### src/rtl/dsw_pkg.sv
package dsw_pkg;
  localparam int WORD_W = 16;
  localparam int B_ANY  = 0;
  localparam int B_DTE  = 1;
  localparam int B_BUSY = 2;
  localparam int B_FLG  = 3;
  localparam int B_AER  = 4;
  localparam int B_EOC  = 5;
  localparam int B_NRDY = 6;
  localparam int B_DID  = 7;

  typedef struct packed {
    logic eoc;
    logic aer;
    logic flg;
    logic dte;
    logic busy;
  } drv_stat_t;

  typedef struct packed {
    logic eoc;
    logic aer;
    logic flg;
    logic dte;
  } err_ev_t;
endpackage

### src/rtl/dsw_drive_reg.sv
module dsw_drive_reg
  import dsw_pkg::*;
(
  input  logic      clk,
  input  logic      rst_n,
  input  err_ev_t   ev_set,
  input  logic      busy_set,
  input  logic      busy_clr,
  input  logic      stat_clr,
  input  logic      rd_clr,
  output drv_stat_t stat_q
);
  drv_stat_t stat_d;

  always_comb begin
    stat_d = stat_q;
    if (stat_clr) stat_d = '0;
    if (rd_clr) begin
      stat_d.eoc = 1'b0;
      stat_d.aer = 1'b0;
      stat_d.flg = 1'b0;
      stat_d.dte = 1'b0;
    end
    if (busy_clr) stat_d.busy = 1'b0;
    // sets are applied last so they win over every clear
    stat_d.eoc  = stat_d.eoc | ev_set.eoc;
    stat_d.aer  = stat_d.aer | ev_set.aer;
    stat_d.flg  = stat_d.flg | ev_set.flg;
    stat_d.dte  = stat_d.dte | ev_set.dte;
    stat_d.busy = stat_d.busy | busy_set;
  end

  always_ff @(posedge clk) begin
    if (!rst_n) stat_q <= '0;
    else        stat_q <= stat_d;
  end

  p_set_wins_r8: assert property (@(posedge clk) disable iff (!rst_n)
    (rd_clr && ev_set.aer) |=> stat_q.aer);

  p_busy_kept_r5: assert property (@(posedge clk) disable iff (!rst_n)
    (rd_clr && !stat_clr && !busy_set && !busy_clr) |=> $stable(stat_q.busy));

  p_read_clears_r5: assert property (@(posedge clk) disable iff (!rst_n)
    (rd_clr && ev_set == '0) |=> (!stat_q.eoc && !stat_q.aer && !stat_q.flg && !stat_q.dte));

  p_stat_clr_r6: assert property (@(posedge clk) disable iff (!rst_n)
    (stat_clr && ev_set == '0 && !busy_set) |=> (stat_q == '0));

  p_busy_set_r10: assert property (@(posedge clk) disable iff (!rst_n)
    busy_set |=> stat_q.busy);
endmodule

### src/rtl/dsw_format.sv
module dsw_format
  import dsw_pkg::*;
(
  input  drv_stat_t         stat,
  input  logic              unloaded,
  input  logic              drv_id,
  output logic [WORD_W-1:0] word
);
  logic [WORD_W-1:0] base;

  always_comb begin
    base = '0;
    if (unloaded) begin
      base[B_NRDY] = 1'b1;
    end else begin
      base[B_EOC]  = stat.eoc;
      base[B_AER]  = stat.aer;
      base[B_FLG]  = stat.flg;
      base[B_BUSY] = stat.busy;
      base[B_DTE]  = stat.dte;
    end
    word        = base;
    word[B_ANY] = base[B_NRDY] | base[B_EOC] | base[B_AER] | base[B_FLG] | base[B_DTE];
    word[B_DID] = drv_id;
  end
endmodule

### src/rtl/disk_status_word.sv
module disk_status_word
  import dsw_pkg::*;
#(
  parameter  int NUM_DRV = 2,
  localparam int DRV_W   = (NUM_DRV > 1) ? $clog2(NUM_DRV) : 1
) (
  input  logic               clk,
  input  logic               rst_n,
  input  logic [NUM_DRV-1:0] aer_set,
  input  logic [NUM_DRV-1:0] eoc_set,
  input  logic [NUM_DRV-1:0] flg_set,
  input  logic [NUM_DRV-1:0] dte_set,
  input  logic [NUM_DRV-1:0] busy_set,
  input  logic [NUM_DRV-1:0] busy_clr,
  input  logic [NUM_DRV-1:0] stat_clr,
  input  logic               ovr_pulse,
  input  logic [DRV_W-1:0]   ovr_drv,
  input  logic [NUM_DRV-1:0] unloaded,
  input  logic               rd_valid,
  output logic               rd_ready,
  input  logic [DRV_W-1:0]   rd_drv,
  output logic               st_valid,
  input  logic               st_ready,
  output logic [WORD_W-1:0]  st_word
);
  drv_stat_t         stat_arr [NUM_DRV];
  logic              take;
  drv_stat_t         sel_stat;
  logic              sel_unl;
  logic [WORD_W-1:0] fmt_word;

  assign rd_ready = !st_valid || st_ready;
  assign take     = rd_valid && rd_ready;

  for (genvar i = 0; i < NUM_DRV; i++) begin : g_drv
    err_ev_t ev;
    always_comb begin
      ev.eoc = eoc_set[i];
      ev.aer = aer_set[i];
      ev.flg = flg_set[i];
      ev.dte = dte_set[i] | (ovr_pulse && (ovr_drv == DRV_W'(i)));
    end
    dsw_drive_reg u_reg (
      .clk      (clk),
      .rst_n    (rst_n),
      .ev_set   (ev),
      .busy_set (busy_set[i]),
      .busy_clr (busy_clr[i]),
      .stat_clr (stat_clr[i]),
      .rd_clr   (take && (rd_drv == DRV_W'(i))),
      .stat_q   (stat_arr[i])
    );
  end

  always_comb begin
    sel_stat = '0;
    sel_unl  = 1'b0;
    for (int i = 0; i < NUM_DRV; i++) begin
      if (rd_drv == DRV_W'(i)) begin
        sel_stat = stat_arr[i];
        sel_unl  = unloaded[i];
      end
    end
  end

  dsw_format u_fmt (
    .stat     (sel_stat),
    .unloaded (sel_unl),
    .drv_id   (rd_drv[0]),
    .word     (fmt_word)
  );

  always_ff @(posedge clk) begin
    if (!rst_n) begin
      st_valid <= 1'b0;
      st_word  <= '0;
    end else if (take) begin
      st_valid <= 1'b1;
      st_word  <= fmt_word;
    end else if (st_ready) begin
      st_valid <= 1'b0;
    end
  end

  p_hold_r9: assert property (@(posedge clk) disable iff (!rst_n)
    (st_valid && !st_ready) |=> (st_valid && $stable(st_word)));

  p_any_err_r2: assert property (@(posedge clk) disable iff (!rst_n)
    st_valid |-> (st_word[B_ANY] == (st_word[B_NRDY] | st_word[B_EOC] | st_word[B_AER]
                                     | st_word[B_FLG] | st_word[B_DTE])));

  p_unloaded_r3: assert property (@(posedge clk) disable iff (!rst_n)
    (st_valid && st_word[B_NRDY]) |-> (st_word[5:1] == '0));

  p_upper_zero_r1: assert property (@(posedge clk) disable iff (!rst_n)
    st_valid |-> (st_word[WORD_W-1:8] == '0));
endmodule

### config.mk
export PLATFORM = sky130hd
export DESIGN_NAME = disk_status_word
export DESIGN_NICKNAME = d
export VERILOG_FILES = /design/src/rtl/dsw_pkg.sv /design/src/rtl/dsw_drive_reg.sv /design/src/rtl/dsw_format.sv /design/src/rtl/disk_status_word.sv
export SDC_FILE = /design/constraint.sdc
export NUM_CORES = 1
export LEC_CHECK = 0
export BUFFER_PORTS_ARGS = -buffer_cell sky130_fd_sc_hd__buf_2
export CORE_MARGIN = 5
export CORE_UTILIZATION = 34
export CTS_BUF_LIST = sky130_fd_sc_hd__clkbuf_2 sky130_fd_sc_hd__clkbuf_4 sky130_fd_sc_hd__clkbuf_8
export CTS_CLUSTER_DIAMETER = 100
export DETAILED_ROUTE_END_ITERATION = 8
export SYNTH_ARGS = -nofsm -noshare
export SYNTH_HDL_FRONTEND = slang
export SYNTH_SLANG_ARGS = --single-unit
### constraint.sdc
create_clock -name clk -period 1.1 [get_ports clk]
set_input_delay 0.11 -clock clk [delete_from_list [all_inputs] [get_ports clk]]
set_output_delay 0.11 -clock clk [all_outputs]
set_load 0.01 [all_outputs]
-- Yosys cells after proc, flatten, opt, wreduce, memory -nomap -nowiden
Cells that the tools add are included.
- output and inout bits: 18
- register bits after elaboration: 19
- bitwise logic cells: 18
- mux-type cells: 12
- reduce and logical (&&, ||, !) cells: 8
- operators with widths (operator ; number):
    5-bit 2-to-1 mux ; 4
    1-bit bitwise OR ; 16
    4-bit 2-to-1 mux ; 2
    1-bit 2-to-1 mux ; 6
    1-bit logical AND ; 5
    1-bit NOT ; 2
    2-bit nonzero test ; 1
    1-bit logical NOT ; 1
    1-bit logical OR ; 1

-- Logic depth before layout (Yosys ltp)
- word-level depth: 6
- mapped depth: 5
- gate-level depth less buffers: 4

-- By module
Synthesis repeated with hierarchy kept, for this count alone.
- cells, all modules: 148
- area, all modules: 1300.0 um^2
- by module, submodules not included (module ; instances ; area an instance (um^2) ; cells each):
    disk_status_word ; 1 ; 807.0 ; 87
    dsw_drive_reg ; 2 ; 182.7 ; 21
    dsw_format ; 1 ; 127.6 ; 19

-- Least setup slack after synthesis
OpenSTA, ideal clock, no wires.
- kind: register -> register
- start: register st_valid
- end: register g_drv[0].u_reg.stat_q[3] in the netlist's numbering
- library setup time: 115 ps
- arrival time: 1085 ps
- path slack: -100 ps
- stages on the path, launching flop included: 5
- cells stage by stage: dfxtp_1 > nor2b_4 > buf_2 > o311a_2 > o21a_1
- longest elaborated chain between the ends: 6
- ends and longest elaborated chain (item ; line ; text):
    start: declaration ; disk_status_word.sv:22 ; output logic st_valid,
    start signal: assignment ; disk_status_word.sv:75 ; st_valid <= 1'b0;
    start signal: assignment ; disk_status_word.sv:78 ; st_valid <= 1'b1;
    start signal: assignment ; disk_status_word.sv:81 ; st_valid <= 1'b0;
    1-bit logical NOT ; disk_status_word.sv:32 ; assign rd_ready = !st_valid || st_ready;
    1-bit logical OR ; disk_status_word.sv:32 ;
    1-bit logical AND ; disk_status_word.sv:33 ; assign take = rd_valid && rd_ready;
    1-bit logical AND ; disk_status_word.sv:50 ; .rd_clr (take && (rd_drv == DRV_W'(i))),
    4-bit 2-to-1 mux ; dsw_drive_reg.sv:18 ; if (rd_clr) begin
    1-bit bitwise OR ; dsw_drive_reg.sv:27 ; stat_d.aer = stat_d.aer | ev_set.aer;
    end signal: assignment ; dsw_drive_reg.sv:35 ; else stat_q <= stat_d;
    end: declaration ; dsw_drive_reg.sv:11 ; output drv_stat_t stat_q
Every way passes these cells.
A chain may end at the register's enable or synchronous reset.

-- Worst setup path in the final report
- start: register st_valid
- end: register g_drv[0].u_reg.stat_q[4] in the netlist's numbering
- longest elaborated chain between the ends: 6
- ends and longest elaborated chain (item ; line ; text):
    1-bit logical NOT ; disk_status_word.sv:32 ;
    1-bit logical OR ; disk_status_word.sv:32 ;
    1-bit logical AND ; disk_status_word.sv:33 ;
    1-bit logical AND ; disk_status_word.sv:50 ;
    4-bit 2-to-1 mux ; dsw_drive_reg.sv:18 ;
    1-bit bitwise OR ; dsw_drive_reg.sv:26 ; stat_d.eoc = stat_d.eoc | ev_set.eoc;
Every way passes these cells.

==> flow_summary.json <==
{
  "outcome": "complete, but fails checks",
  "violations": "negative setup slack",
  "criticalPathCategory": "flop to flop",
  "powerDensity_nw_per_um2": 1150,
  "fp-row-count": 19,
  "cts_buffers": 3,
  "cts-root-buf": "clkbuf_4",
  "grt_pass1_wl_um": 3810,
  "drtPass1Iterations": 4,
  "p_leak_nw": 0.577,
  "fin_ws_ns": -0.0463,
  "avgSynthCellArea_sq_um": 9.54,
  "dp_slack_ns": -0.0453,
  "synth-seq-area-share_pct": 40.3,
  "die_area_sq_um": 3930,
  "slew_viol_final": 0,
  "finalHoldViolations": 0,
  "yosysWarnings": 0,
  "core_region_area_sq_um": 2710,
  "cts-hold-fix-buffers": 0,
  "insertion_delay_ns": 0.29,
  "final.setup_skew_ns": 0.00427,
  "io_buffers": 32,
  "num-nets-final": 163,
  "path_clk_slew_ns": 0.11,
  "end_kind": "flop",
  "vdd_drop_max_mv": 0.961,
  "synthesis.area_sq_um": 945,
  "cap_violations": 0,
  "cts_tree": "done",
  "final_cells": 170,
  "diodes": 0,
  "rsz0062_at_grt": "yes",
  "drc": 0,
  "finalPower_mw": 1.44,
  "min_period_over_period_pct": 104,
  "gr-total-overflow": 0,
  "critPathLaunchType": "flop",
  "antenna_found_initial": 0,
  "start_util_pct": 34.9,
  "syn_inst": 99,
  "drtIter0Drc": 13,
  "vias": 885,
  "routed_wl_um": 2330,
  "hp-class": "primary input to flop",
  "area_delta_synth_final_pct": 31.8,
  "dp.cells": 162,
  "ys_ff_latch": 19,
  "viasPerCell": 5.21,
  "fmax_mhz": 872,
  "io-pin-count": 41,
  "critPathMaxFanout": 5,
  "cts_max_path_buffers": 2,
  "drive_gt1_share_pct": 46.8,
  "post_drt_wl_per_cell_um": 13.7,
  "final.min_clock_period_ns": 1.15,
  "htreeDepth": 1,
  "synthDistinctLibCells": 30,
  "gp_congestion": 0.745,
  "finalSetupViolCount": 9,
  "antenna_left": 0,
  "grt_max_degree": 16,
  "dp_hpwl_um": 1750,
  "cp_data_arrival_time_ns": 1.35,
  "cts_sinks": 19,
  "crit_required_ns": 1.30,
  "grt_pass1_vias": 849,
  "fp.dieW_um": 62.7,
  "grt.total_usage_pct": 12.0,
  "die_height_um": 62.7
}
==> flip-flops by register name, summed over array words and instances, names as in the netlist <==
| name | flops |
|---|---|
| st_valid | 1 |
| g_drv.u_reg.stat_q | 10 |
| st_word | 8 |
==> through the flow <==
step                      hold WS, ns  cell area, sq um  util (%)  setup TNS [ns]
after floorplan                 0.220               988         -         -0.0683
after global placement          0.305              1130      41.7         -0.0890
after detailed placement        0.318              1130      41.7          -0.197
after CTS                     0.00666              1220      45.0          -0.362
after global routing          0.00327              1240      45.9           -1.06
final                          0.0117              1240      45.9          -0.261
==> report_power, final <==
group | switching, mW | leakage, nW | internal, mW
clock | 0.212 | 0.0184 | 0.166
sequential | 0.0259 | 0.158 | 0.731
combinational | 0.154 | 0.401 | 0.148
==> layout make-up <==
cell class	instances	area [sq um]
clock buffer	4	30.0
multi-input combinational	66	503
fill	271	1470
sequential	19	382
tap	31	38.8
inverter	7	31.3
timing repair buffer	43	260
==> Yosys cell counts <==
cell type	number	area, sq um
dfxtp_1	19	380
a21oi_1	13	65.1
buf_4	9	67.6
nor2_1	6	22.5
o21a_1	6	45.0
nand4_1	5	31.3
o21ai_0	5	25.0
inv_1	4	15.0
o311a_1	4	40.0
mux2_2	3	33.8
buf_2	2	10.0
buf_6	2	22.5
inv_2	2	7.51
o311a_2	2	22.5
o311ai_0	2	17.5
a211oi_2	1	12.5
a22oi_1	1	7.51
clkbuf_1	1	3.75
conb_1	1	3.75
inv_4	1	6.26
mux2_4	1	15.0
mux2i_4	1	22.5
nand3_1	1	5.00
nand3b_1	1	7.51
nor2b_4	1	13.8
nor3_1	1	5.00
nor4_1	1	6.26
o211a_1	1	10.0
o221a_2	1	11.3
or3b_1	1	8.76
==> worst paths after layout <==
check	depth (start not counted)	end	startpoint	slack, ns
setup reg to reg	4	g_drv[0].u_reg.stat_q[4]	st_valid	-0.05
setup / recovery	4	g_drv[0].u_reg.stat_q[4]	st_valid	-0.05
hold reg to reg	2	st_word[5]	st_word[5]	0.48
hold / removal	3	g_drv[0].u_reg.stat_q[0]	busy_set[0]	0.01
==> critical path: stages, from the launching register on <==
cell,delay (ns)
dfxtp_2,0.33
nor2b_4,0.14
buf_6,0.13
o311a_4,0.30
o21a_1,0.16
==> cell families after synthesis <==
logic type | after synthesis | synth area share, %
other cells | 1 | 0.397
compound gates | 36 | 27.2
flops | 19 | 40.3
simple gates | 17 | 10.6
buf+inv | 21 | 14.0
mux | 5 | 7.55
==> layer usage <==
| layer | GRT usage [%] | vias up | part of all wire (%) |
|---|---|---|---|
| met5 | 0 | - | 0 |
| met4 | 5.57 | 0 | 0.95 |
| met2 | 19.2 | 35 | 47 |
| li1 | - | 427 | - |
| met3 | 3.06 | 2 | 7.4 |
| met1 | 14.8 | 421 | 44 |
==> timing repair <==
item / 4_1_cts / 5_1_grt
endpoints found under the setup margin: 5 / 17
pin swaps: 1 / 3
cloned: 1 / 0
gates resized for setup: 9 / 7
setup buffers: 3 / 0
==> layout by cell type, fill, tap and decap left out, drive strengths merged, types with 4 or more instances in the layout <==
cell / instances
a21oi: 13
buf: 43
clkbuf: 4
conb: 8
dfxtp: 19
inv: 7
mux2: 4
nand4: 5
nor2: 6
o21a: 6
o21ai: 5
o311a: 6
No activity file was read; power rests on OpenSTA's default activity.
